## src/rtl/dac_regbank_pkg.sv

```systemverilog
package dac_regbank_pkg;
  typedef enum logic [1:0] {
    SEL_DATA = 2'd0,
    SEL_GAIN = 2'd1,
    SEL_OFFS = 2'd2,
    SEL_CLRC = 2'd3
  } wr_sel_e;
endpackage

```

## src/rtl/dac_rst_sync.sv

```systemverilog
module dac_rst_sync (
  input  logic clk,
  input  logic rst_n,
  output logic srst_n
);
  logic [1:0] sync_q;

  always_ff @(posedge clk or negedge rst_n) begin
    if (!rst_n) sync_q <= 2'b00;
    else        sync_q <= {sync_q[0], 1'b1};
  end

  assign srst_n = sync_q[1];
endmodule

```

## src/rtl/dac_cal_engine.sv

```systemverilog
module dac_cal_engine #(
  parameter int W           = 12,
  parameter int NCH         = 32,
  parameter int CALC_CYCLES = 16
) (
  input  logic                   clk,
  input  logic                   rst_n,
  input  logic                   start,
  input  logic [$clog2(NCH)-1:0] s_ch,
  input  logic [W-1:0]           s_data,
  input  logic [W-1:0]           s_gain,
  input  logic [W-1:0]           s_offs,
  output logic                   active,
  output logic                   done,
  output logic [$clog2(NCH)-1:0] res_ch,
  output logic [W-1:0]           res_code
);
  localparam int CH_W  = $clog2(NCH);
  localparam int CNT_W = $clog2(CALC_CYCLES);
  localparam int AW    = 2 * W + 1;
  localparam int SW    = W + 3;

  logic             act_q, act_d;
  logic [CNT_W-1:0] cnt_q, cnt_d;
  logic [CH_W-1:0]  ch_q, ch_d;
  logic [AW-1:0]    mcand_q, mcand_d;
  logic [W:0]       mplier_q, mplier_d;
  logic [AW-1:0]    acc_q, acc_d;
  logic [W-1:0]     offs_q, offs_d;

  logic [W:0]       prod;
  logic [SW-1:0]    sum;

  assign done = act_q && (cnt_q == CNT_W'(CALC_CYCLES - 1));

  // next state: shift-add multiply, one multiplier bit per cycle
  always_comb begin
    act_d    = act_q;
    cnt_d    = cnt_q;
    ch_d     = ch_q;
    mcand_d  = mcand_q;
    mplier_d = mplier_q;
    acc_d    = acc_q;
    offs_d   = offs_q;
    if (start) begin
      act_d    = 1'b1;
      cnt_d    = '0;
      ch_d     = s_ch;
      mcand_d  = AW'(s_data);
      mplier_d = (W+1)'(s_gain) + (W+1)'(1);
      acc_d    = '0;
      offs_d   = s_offs;
    end else if (act_q) begin
      if (mplier_q[0]) acc_d = acc_q + mcand_q;
      mcand_d  = mcand_q << 1;
      mplier_d = mplier_q >> 1;
      cnt_d    = cnt_q + CNT_W'(1);
      if (done) act_d = 1'b0;
    end
  end

  always_ff @(posedge clk or negedge rst_n) begin
    if (!rst_n) begin
      act_q    <= 1'b0;
      cnt_q    <= '0;
      ch_q     <= '0;
      mcand_q  <= '0;
      mplier_q <= '0;
      acc_q    <= '0;
      offs_q   <= '0;
    end else begin
      act_q    <= act_d;
      cnt_q    <= cnt_d;
      ch_q     <= ch_d;
      mcand_q  <= mcand_d;
      mplier_q <= mplier_d;
      acc_q    <= acc_d;
      offs_q   <= offs_d;
    end
  end

  // scale, add offset, remove mid-scale bias, saturate
  assign prod = acc_q[AW-1:W];
  assign sum  = SW'(prod) + SW'(offs_q) - SW'(1 << (W - 1));

  always_comb begin
    if (sum[SW-1])
      res_code = '0;
    else if (sum[SW-2:0] > (SW-1)'((1 << W) - 1))
      res_code = '1;
    else
      res_code = sum[W-1:0];
  end

  assign active = act_q;
  assign res_ch = ch_q;
endmodule

```

## src/rtl/dac_wr_queue.sv

```systemverilog
module dac_wr_queue #(
  parameter int W   = 12,
  parameter int NCH = 32
) (
  input  logic                   clk,
  input  logic                   rst_n,
  input  logic                   push,
  input  logic                   pop,
  input  logic [$clog2(NCH)-1:0] in_ch,
  input  logic [W-1:0]           in_data,
  output logic                   q_valid,
  output logic [$clog2(NCH)-1:0] q_ch,
  output logic [W-1:0]           q_data,
  output logic                   overrun
);
  localparam int CH_W = $clog2(NCH);

  logic            vld_q, vld_d;
  logic [CH_W-1:0] ch_q, ch_d;
  logic [W-1:0]    dat_q, dat_d;
  logic            ovr_q, ovr_d;

  always_comb begin
    vld_d = vld_q;
    ch_d  = ch_q;
    dat_d = dat_q;
    ovr_d = ovr_q;
    if (pop) vld_d = 1'b0;
    if (push) begin
      if (!vld_q || pop) begin
        vld_d = 1'b1;
        ch_d  = in_ch;
        dat_d = in_data;
      end else begin
        ovr_d = 1'b1;
      end
    end
  end

  always_ff @(posedge clk or negedge rst_n) begin
    if (!rst_n) begin
      vld_q <= 1'b0;
      ch_q  <= '0;
      dat_q <= '0;
      ovr_q <= 1'b0;
    end else begin
      vld_q <= vld_d;
      ch_q  <= ch_d;
      dat_q <= dat_d;
      ovr_q <= ovr_d;
    end
  end

  assign q_valid = vld_q;
  assign q_ch    = ch_q;
  assign q_data  = dat_q;
  assign overrun = ovr_q;
endmodule

```

## src/rtl/dac_chan_store.sv

```systemverilog
module dac_chan_store #(
  parameter int W   = 12,
  parameter int NCH = 32
) (
  input  logic                   clk,
  input  logic                   rst_n,
  input  logic                   gain_we,
  input  logic                   offs_we,
  input  logic [$clog2(NCH)-1:0] cfg_ch,
  input  logic [W-1:0]           cfg_data,
  input  logic                   in_we,
  input  logic [$clog2(NCH)-1:0] in_ch,
  input  logic [W-1:0]           in_code,
  input  logic                   xfer,
  input  logic                   clr,
  input  logic [W-1:0]           clr_code,
  input  logic [$clog2(NCH)-1:0] rd_ch,
  output logic [W-1:0]           rd_gain,
  output logic [W-1:0]           rd_offs,
  output logic [NCH*W-1:0]       dac_codes
);
  localparam int CH_W = $clog2(NCH);
  localparam logic [W-1:0] GAIN_RST = W'((1 << W) - 1);
  localparam logic [W-1:0] OFFS_RST = W'(1 << (W - 1));

  logic [W-1:0] gain_q [NCH];
  logic [W-1:0] offs_q [NCH];
  logic [W-1:0] in_q   [NCH];
  logic [W-1:0] dac_q  [NCH];

  for (genvar g = 0; g < NCH; g++) begin : g_chan
    logic sel_cfg, sel_in;
    assign sel_cfg = (cfg_ch == CH_W'(g));
    assign sel_in  = (in_ch  == CH_W'(g));

    always_ff @(posedge clk or negedge rst_n) begin
      if (!rst_n)                  gain_q[g] <= GAIN_RST;
      else if (gain_we && sel_cfg) gain_q[g] <= cfg_data;
    end

    always_ff @(posedge clk or negedge rst_n) begin
      if (!rst_n)                  offs_q[g] <= OFFS_RST;
      else if (offs_we && sel_cfg) offs_q[g] <= cfg_data;
    end

    always_ff @(posedge clk or negedge rst_n) begin
      if (!rst_n)               in_q[g] <= '0;
      else if (in_we && sel_in) in_q[g] <= in_code;
    end

    always_ff @(posedge clk or negedge rst_n) begin
      if (!rst_n)    dac_q[g] <= '0;
      else if (clr)  dac_q[g] <= clr_code;
      else if (xfer) dac_q[g] <= in_q[g];
    end

    assign dac_codes[g*W +: W] = dac_q[g];
  end

  assign rd_gain = gain_q[rd_ch];
  assign rd_offs = offs_q[rd_ch];
endmodule

```

## src/rtl/dac_regbank.sv

```systemverilog
module dac_regbank
  import dac_regbank_pkg::*;
#(
  parameter int W           = 12,
  parameter int NCH         = 32,
  parameter int CALC_CYCLES = 16
) (
  input  logic                   clk,
  input  logic                   rst_n,
  input  logic                   wr_en,
  input  logic [1:0]             wr_sel,
  input  logic [$clog2(NCH)-1:0] wr_ch,
  input  logic [W-1:0]           wr_data,
  input  logic                   ldac_n,
  input  logic                   clr_n,
  output logic                   busy_n,
  output logic                   overrun,
  output logic [NCH*W-1:0]       dac_codes
);
  localparam int CH_W = $clog2(NCH);

  logic            srst_n;
  logic            data_wr, gain_we, offs_we, clrc_we;
  logic            eng_active, eng_done, eng_free;
  logic            start, push, pop;
  logic [CH_W-1:0] start_ch, res_ch, q_ch;
  logic [W-1:0]    start_data, res_code, q_data;
  logic [W-1:0]    rd_gain, rd_offs;
  logic            q_valid;
  logic            busy, xfer, clr, ldac_req;
  logic            pend_q, pend_d;
  logic [W-1:0]    clear_code, clrc_d;

  dac_rst_sync u_rst (.clk(clk), .rst_n(rst_n), .srst_n(srst_n));

  // write decode
  assign data_wr = wr_en && (wr_sel == SEL_DATA);
  assign gain_we = wr_en && (wr_sel == SEL_GAIN);
  assign offs_we = wr_en && (wr_sel == SEL_OFFS);
  assign clrc_we = wr_en && (wr_sel == SEL_CLRC);

  // engine scheduling: direct start, queue hand-off, or queue push
  assign eng_free   = !eng_active || (eng_done && !q_valid);
  assign pop        = eng_done && q_valid;
  assign push       = data_wr && !eng_free;
  assign start      = pop || (data_wr && eng_free);
  assign start_ch   = pop ? q_ch   : wr_ch;
  assign start_data = pop ? q_data : wr_data;

  dac_wr_queue #(.W(W), .NCH(NCH)) u_queue (
    .clk(clk), .rst_n(srst_n),
    .push(push), .pop(pop),
    .in_ch(wr_ch), .in_data(wr_data),
    .q_valid(q_valid), .q_ch(q_ch), .q_data(q_data),
    .overrun(overrun)
  );

  dac_cal_engine #(.W(W), .NCH(NCH), .CALC_CYCLES(CALC_CYCLES)) u_engine (
    .clk(clk), .rst_n(srst_n),
    .start(start), .s_ch(start_ch), .s_data(start_data),
    .s_gain(rd_gain), .s_offs(rd_offs),
    .active(eng_active), .done(eng_done),
    .res_ch(res_ch), .res_code(res_code)
  );

  // load/clear control
  assign busy     = eng_active || q_valid;
  assign busy_n   = !busy;
  assign ldac_req = !ldac_n;
  assign clr      = !clr_n;
  assign xfer     = !clr && !busy && (ldac_req || pend_q);

  always_comb begin
    pend_d = pend_q;
    if (clr || xfer)         pend_d = 1'b0;
    else if (ldac_req && busy) pend_d = 1'b1;
    clrc_d = clrc_we ? wr_data : clear_code;
  end

  always_ff @(posedge clk or negedge srst_n) begin
    if (!srst_n) begin
      pend_q     <= 1'b0;
      clear_code <= '0;
    end else begin
      pend_q     <= pend_d;
      clear_code <= clrc_d;
    end
  end

  dac_chan_store #(.W(W), .NCH(NCH)) u_store (
    .clk(clk), .rst_n(srst_n),
    .gain_we(gain_we), .offs_we(offs_we),
    .cfg_ch(wr_ch), .cfg_data(wr_data),
    .in_we(eng_done), .in_ch(res_ch), .in_code(res_code),
    .xfer(xfer), .clr(clr), .clr_code(clear_code),
    .rd_ch(start_ch), .rd_gain(rd_gain), .rd_offs(rd_offs),
    .dac_codes(dac_codes)
  );
endmodule

```

## config.mk

```make
export PLATFORM = sky130hd
export DESIGN_NAME = dac_regbank
export DESIGN_NICKNAME = d
export VERILOG_FILES = /design/src/rtl/dac_regbank_pkg.sv /design/src/rtl/dac_rst_sync.sv /design/src/rtl/dac_cal_engine.sv /design/src/rtl/dac_wr_queue.sv /design/src/rtl/dac_chan_store.sv /design/src/rtl/dac_regbank.sv
export SDC_FILE = /design/constraint.sdc
export NUM_CORES = 2
export LEC_CHECK = 0
export ABC_CLOCK_PERIOD_IN_PS = 153300
export BUFFER_PORTS_ARGS = -buffer_cell sky130_fd_sc_hd__buf_4
export CORE_MARGIN = 4
export CORE_UTILIZATION = 28
export CTS_BUF_LIST = sky130_fd_sc_hd__clkbuf_4
export CTS_CLUSTER_SIZE = 12
export DETAILED_ROUTE_END_ITERATION = 12
export PLACE_DENSITY_LB_ADDON = 0.05
export SYNTH_ARGS = -nofsm -noshare
export SYNTH_HDL_FRONTEND = slang
export SYNTH_HIERARCHICAL = 1
export SYNTH_SLANG_ARGS = --single-unit
export TNS_END_PERCENT = 20
```

## constraint.sdc

```tcl
create_clock -name clk -period 153.3 [get_ports clk]
set_input_delay 7.665 -clock clk [delete_from_list [all_inputs] [get_ports clk]]
set_output_delay 7.665 -clock clk [all_outputs]
set_load 0.03 [all_outputs]
```

# Word-level counts from Yosys, hierarchy flattened
# Cells that the tools add are included.
# W data, S select, Z words.
[classes] add_sub_neg=5 n_lt_le_gt_ge=2 n_eq_ne=67 mux=91 n_bitwise=2 n_reduce_logical=129
[ops] cell="$mux W12" n=71
[ops] cell="$eq A5 B5 Y1 const B" n=32
[ops] cell="$mux W25" n=5
[ops] cell="$bmux W12 S5" n=2
[ops] cell="$logic_and A1 B1 Y1" n=108
[ops] cell="$eq A5 B4 Y1 const B" n=16
[ops] cell="$eq A5 B3 Y1 const B" n=8
[ops] cell="$mux W13" n=2
[ops] cell="$add A25 B25 Y25" n=1
[ops] cell="$eq A5 B2 Y1 const B" n=4
[ops] cell="$sub A15 B12 Y15 const B" n=1
[ops] cell="$add A13 B12 Y14" n=1
[ops] cell="$gt A14 B12 Y1 const B" n=1
[ops] cell="$add A12 B1 Y13 const B" n=1
[ops] cell="$eq A5 B1 Y1 const B" n=2
[ops] cell="$logic_not A5 Y1" n=2
[ops] cell="$mux W1" n=8
[ops] cell="$mux W4" n=2
[ops] cell="$ge A6 B6 Y1 const B" n=1
[ops] cell="$logic_not A1 Y1" n=6
[ops] cell="$logic_or A1 B1 Y1" n=6
[ops] cell="$not A5 Y6" n=1
[ops] cell="$reduce_and A2 Y1" n=3
[ops] cell="$reduce_bool A2 Y1" n=3
[ops] cell="8 further kinds" n=9
[word_totals] reg_bits=1655

# Longest topological paths before layout
[depth] ltp_word=10 ltp_mapped=21

# By module
# The synthesis kept the hierarchy.
[modules_own_cells] mod="dac_chan_store" instances=1 cells_each=5268 area_per_inst_um2=67723.7
[modules_own_cells] mod="dac_cal_engine" instances=1 cells_each=618 area_per_inst_um2=5729.2
[modules_own_cells] mod="dac_regbank" instances=1 cells_each=60 area_per_inst_um2=812.0
[modules_own_cells] mod="dac_wr_queue" instances=1 cells_each=42 area_per_inst_um2=764.5
[modules_own_cells] mod="dac_rst_sync" instances=1 cells_each=3 area_per_inst_um2=53.8

# Least setup slack after synthesis
# Ideal clock, no wire load.
[synth_timing] path_type="input port to flip-flop" from="input wr_ch[1]" to="register u_engine.mplier_q[10]" setup_ns=0.133 t_arrival_ns=9.884 path_slack_ns=143.283 cell_stages=16 path_buffers=4 path_cell_list="mux2_4 > buf_2 > buf_2 > buf_2 > buf_4 > mux2i_1 > a21oi_1 > nand3_1 > nand3_1 > ha_1 > nand3_1 > nor2_1 > nand3_1 > xnor2_1 > nand2_1 > o21ai_0"
[synth_via] elab_chain_cells=7
[synth_rtl] item="start, declared" line_no="dac_regbank.sv:12" text="input logic [$clog2(NCH)-1:0] wr_ch,"
[synth_rtl] item="$mux W5" line_no="dac_regbank.sv:47" text="assign start_ch = pop ? q_ch : wr_ch;"
[synth_rtl] item="$not A5 Y6 (not written as such)" line_no="dac_chan_store.sv:60" text="assign rd_gain = gain_q[rd_ch];"
[synth_rtl] item="$bmux W12 S5" line_no="dac_chan_store.sv:60"
[synth_rtl] item="$mux W12 (not written as such) (2 in series)" line_no="dac_chan_store.sv:60"
[synth_rtl] item="net rd_gain[0]" line_no="dac_regbank.sv:28" text="logic [W-1:0] rd_gain, rd_offs;"
[synth_rtl] item="$add A12 B1 Y13" line_no="dac_cal_engine.sv:50" text="mplier_d = (W+1)'(s_gain) + (W+1)'(1);"
[synth_rtl] item="$mux W13" line_no="dac_cal_engine.sv:45" text="if (start) begin"
[synth_rtl] item="end signal, assigned" line_no="dac_cal_engine.sv:76" text="mplier_q <= mplier_d;"
[synth_rtl] item="end, declared" line_no="dac_cal_engine.sv:27" text="logic [W:0] mplier_q, mplier_d;"
# The timed path passes the listed nets, and every way through them passes these cells. The select of a mux whose other input is x is not followed.
# A chain may end at the register's enable or synchronous reset.

# Worst setup path in the final report
[layout_timing] from="input clr_n" to="register u_store.dac_q, in the netlist u_store/dac_codes[109]"
[layout_via] elab_chain_cells=3 word_cells_on_any_way=4 cone_classes="1 x eq/ne; 1 x mux; 2 x reduce/logical"
[layout_rtl] item="start, declared" line_no="dac_regbank.sv:15" text="input logic clr_n,"
[layout_rtl] item="$logic_and A1 B1 Y1 (2 in series)" line_no="dac_regbank.sv:71" text="assign xfer = !clr && !busy && (ldac_req || pend_q);"
[layout_rtl] item="net xfer" line_no="dac_regbank.sv:30" text="logic busy, xfer, clr, ldac_req;"
[layout_rtl] item="$ne A2 B1 Y1 (no source line)"
[layout_rtl] item="end signal, assigned by index" line_no="dac_chan_store.sv:53" text="else if (clr) dac_q[g] <= clr_code;"
[layout_rtl] item="end signal, assigned by index" line_no="dac_chan_store.sv:54" text="else if (xfer) dac_q[g] <= in_q[g];"
[layout_rtl] item="end, declared" line_no="dac_chan_store.sv:29" text="logic [W-1:0] dac_q [NCH];"
# The timed path passes the listed nets, and every way through them passes these cells.

==> qor.csv <==
metric,value,unit
status,completed,
power.switching,0.529,mW
areaGrowthSynthToFinish,16.7,%
cp.required,154.48,ns
switching_share,38.0,%
syn_area_per_cell,12.5,um^2
initial_core_util,28.2,%
cts_resized,0,
synth_xor_area_share,0.455,%
peakVddDrop,0.0215,mV
synth_adder_area_share,0.903,%
r2r_slack,146.43,ns
synthArstFlopShare,100,%
slew_viol_final,0,
grt_setup_unrepaired,no,
drt_iter0_markers,2587,
power,1.39,mW
grt_max_degree,190,
power_density,15.9,nW/um^2
synth_mux_area_share,23.9,%
io_pins,410,
highest_layer,met4,
grt_usage,18.6,%
drive_above_1_share,44.1,%
dp_slack,139.11,ns
syn_inst,5991,
path_class,in -> reg,
synth_top_cell_area_share,41.3,%
ctsHoldBuffers,0,
cts_root_buf,clkbuf_4,
synth_edf_count,0,
arrival,14.06,ns
firstDrtPassIters,7,
wl_met2,120000,um
max-cap-violations,0,
power_frac_comb,29.1,%
fin_skew,0.129,ns
core,266000,um^2
viasPerCell,4.85,
p_int,0.864,mW
portBuffers,409,
max_slew.worst_pin.slew,1.19,ns
synth_area,75100,um^2
synthSimpleGateAreaFrac,8.50,%
synth_area_leader_cell,dfrtp_1,
synth.area.top_cells,"dfrtp_1 (41%), mux2_2 (18%), dfstp_2 (15%), mux2i_1 (5.6%), a211oi_1 (3.9%)",
pwr-share-clk,31.0,%
synth_top_family_by_area,multiplexers,
wl_per_cell,25.5,um
cts_buffers,519,
antenna_found_initial,11,
syn-num-nets,6068,
final.min_clock_period,12.88,ns
postRouteAntennaNets,0,
clk_pin_slew,0.07,ns
seq_area_frac_synth,55.9,%
fin_ws,140.42,ns
pwr-share-seq,40.0,%
tns,0,ns
synth_most_common_cell,dfrtp_1,
n_fill_cell,27000,
overflow,0,
dpl.cell_count,9509,
grt_pass1_wl,384000,um
postCtsSetupBuffers,0,
gp_congestion,0.732,
p_leak,39.9,nW
clock_path_buffers,4,
grt_pass1_vias,52600,
slew_headroom,20.6,%
die_w,526,um
wirelength,263000,um
crit_fanout,189,
ys_ff_latch,1655,
worstHoldPathType,reg -> reg,
fin_nets,6574,
synth_flop_cell,dfrtp_1,
layout.cells.non_filler,10300,
die_y,526,um
hold_viol,0,
drc,0,
ys.warnings.count,6,
synth_compound_area_share,7.19,%
synthDistinctLibCells,80,
dp_hpwl,159000,um
wl_met1,125000,um
via_count,50100,
clk-insertion-delay-late,1.43,ns
cp-start-kind,input port,
row_count,189,
netlist_top_cells_count,"dfrtp_1 (1239), mux2_2 (1186), nor2_1 (444)",
htreeDepth,6,
cts_tree,done,
critPathCaptureType,flop,
fin_crit_sh,8.40,%
dr_wl_met3,12300,um
finalSetupViolations,0,
die_area,277000,um^2
clock_sinks,1655,
max_freq,0.0776,GHz
==> power by group through the flow <==
stage / logic, mW / registers (mW) / clock network (mW)
final: 0.405 / 0.557 / 0.432
after global routing: 0.436 / 0.564 / 0.479
after CTS: 0.416 / 0.557 / 0.455
after detailed placement: 0.415 / 0.564 / 0
after global placement: 0.412 / 0.565 / 0
after floorplan: 0.190 / 0.586 / 0
==> metrics by stage <==
step	hold WS (ns)	utilization (%)	instance area, um^2
3_5_place_dp	0.336	30.6	81400
6_report	0.334	32.9	87600
2_1_floorplan	0.331	-	75100
4_1_cts	0.348	32.9	87500
5_1_grt	0.359	32.9	87600
3_3_place_gp	0.333	30.6	81400
==> routing by layer <==
layer / global-route usage, % / vias to the layer above
li1: - / 22500
met1: 26.4 / 26100
met2: 29.1 / 1212
met3: 3.16 / 354
met4: 5.32 / 0
met5: 0 / -
==> path summary, 6_finish.rpt <==
check                           startpoint                      to  depth (start not counted)
max reg2reg                u_queue/q_valid  u_store/dac_codes[109]                         10
min                        u_rst/sync_q[0]         u_rst/sync_q[1]                          0
min reg2reg                u_rst/sync_q[0]         u_rst/sync_q[1]                          0
min in group asynchronous  u_rst/sync_q[1]   u_store/dac_codes[99]                          0
max in group asynchronous            rst_n         u_rst/sync_q[0]                          1
max                                  clr_n  u_store/dac_codes[109]                         12
==> layout make-up <==
type                       instances  area (um^2)  area share (%)
antenna                           16         40.0          0.0457
clock buffer                     729         5470            6.25
clock inverter                    85          638           0.729
inverter                          19         78.8          0.0900
multi-input combinational       3787        31100            35.5
sequential                      1655        41900            47.9
tap                             3533         4420            5.05
timing repair buffer             515         3930            4.49
==> worst max-delay path: stages <==
cell and delay, ns:
buf_4 0.11, inv_8 0.10, nor4_2 0.40, buf_12 0.52, buf_4 0.81, buf_4 0.77
buf_4 0.93, buf_4 0.89, buf_4 0.82, nor2b_1 0.14, a211oi_1 0.27, nor2_1 0.07
==> cell usage in the layout, fill, tap and decap left out, types with 18 or more instances in the layout <==
cell type  instances
a211oi_1         389
a21oi_1          118
a22o_1            49
a22oi_1           72
a31oi_1           28
buf_4            510
clkbuf_4         729
clkinv_1          39
dfrtp_1         1237
dfstp_2          416
ha_1              51
inv_1             18
mux2_2          1186
mux2_4            18
mux2i_1          420
nand2_1          217
nand3_1           87
nor2_1           438
nor2_2            19
nor2b_1          393
nor3_1            36
o21ai_0           49
xnor2_1           23
==> flip-flops by register name (all words and copies together), names as in the netlist, 2 cells and up <==
register           flops
u_engine/mcand_q      25
u_rst/sync_q           2
u_engine/res_ch        5
clear_code            12
u_engine/mplier_q     13
u_engine/offs_q       12
u_engine/acc_q        25
u_queue/q_ch           5
u_queue/q_data        12
u_store/in_q         384
u_store/dac_codes    384
u_store/offs_q       384
u_store/gain_q       384
u_engine/cnt_q         4
==> logic make-up (layout without fill, tap and decap cells) <==
logic type               count (synthesis)  in the layout
XOR/XNOR                                39             39
multiplexers                          1634           1634
buffers and inverters                  549           1348
other                                    1             17
AND/OR/NAND/NOR                       1295           1295
AO/OA/AOI/OAI                          765            765
adder cells (fa/ha/maj)                 53             53
flip-flops                            1655           1655
Note: power is estimated with default switching activity, not from simulation.
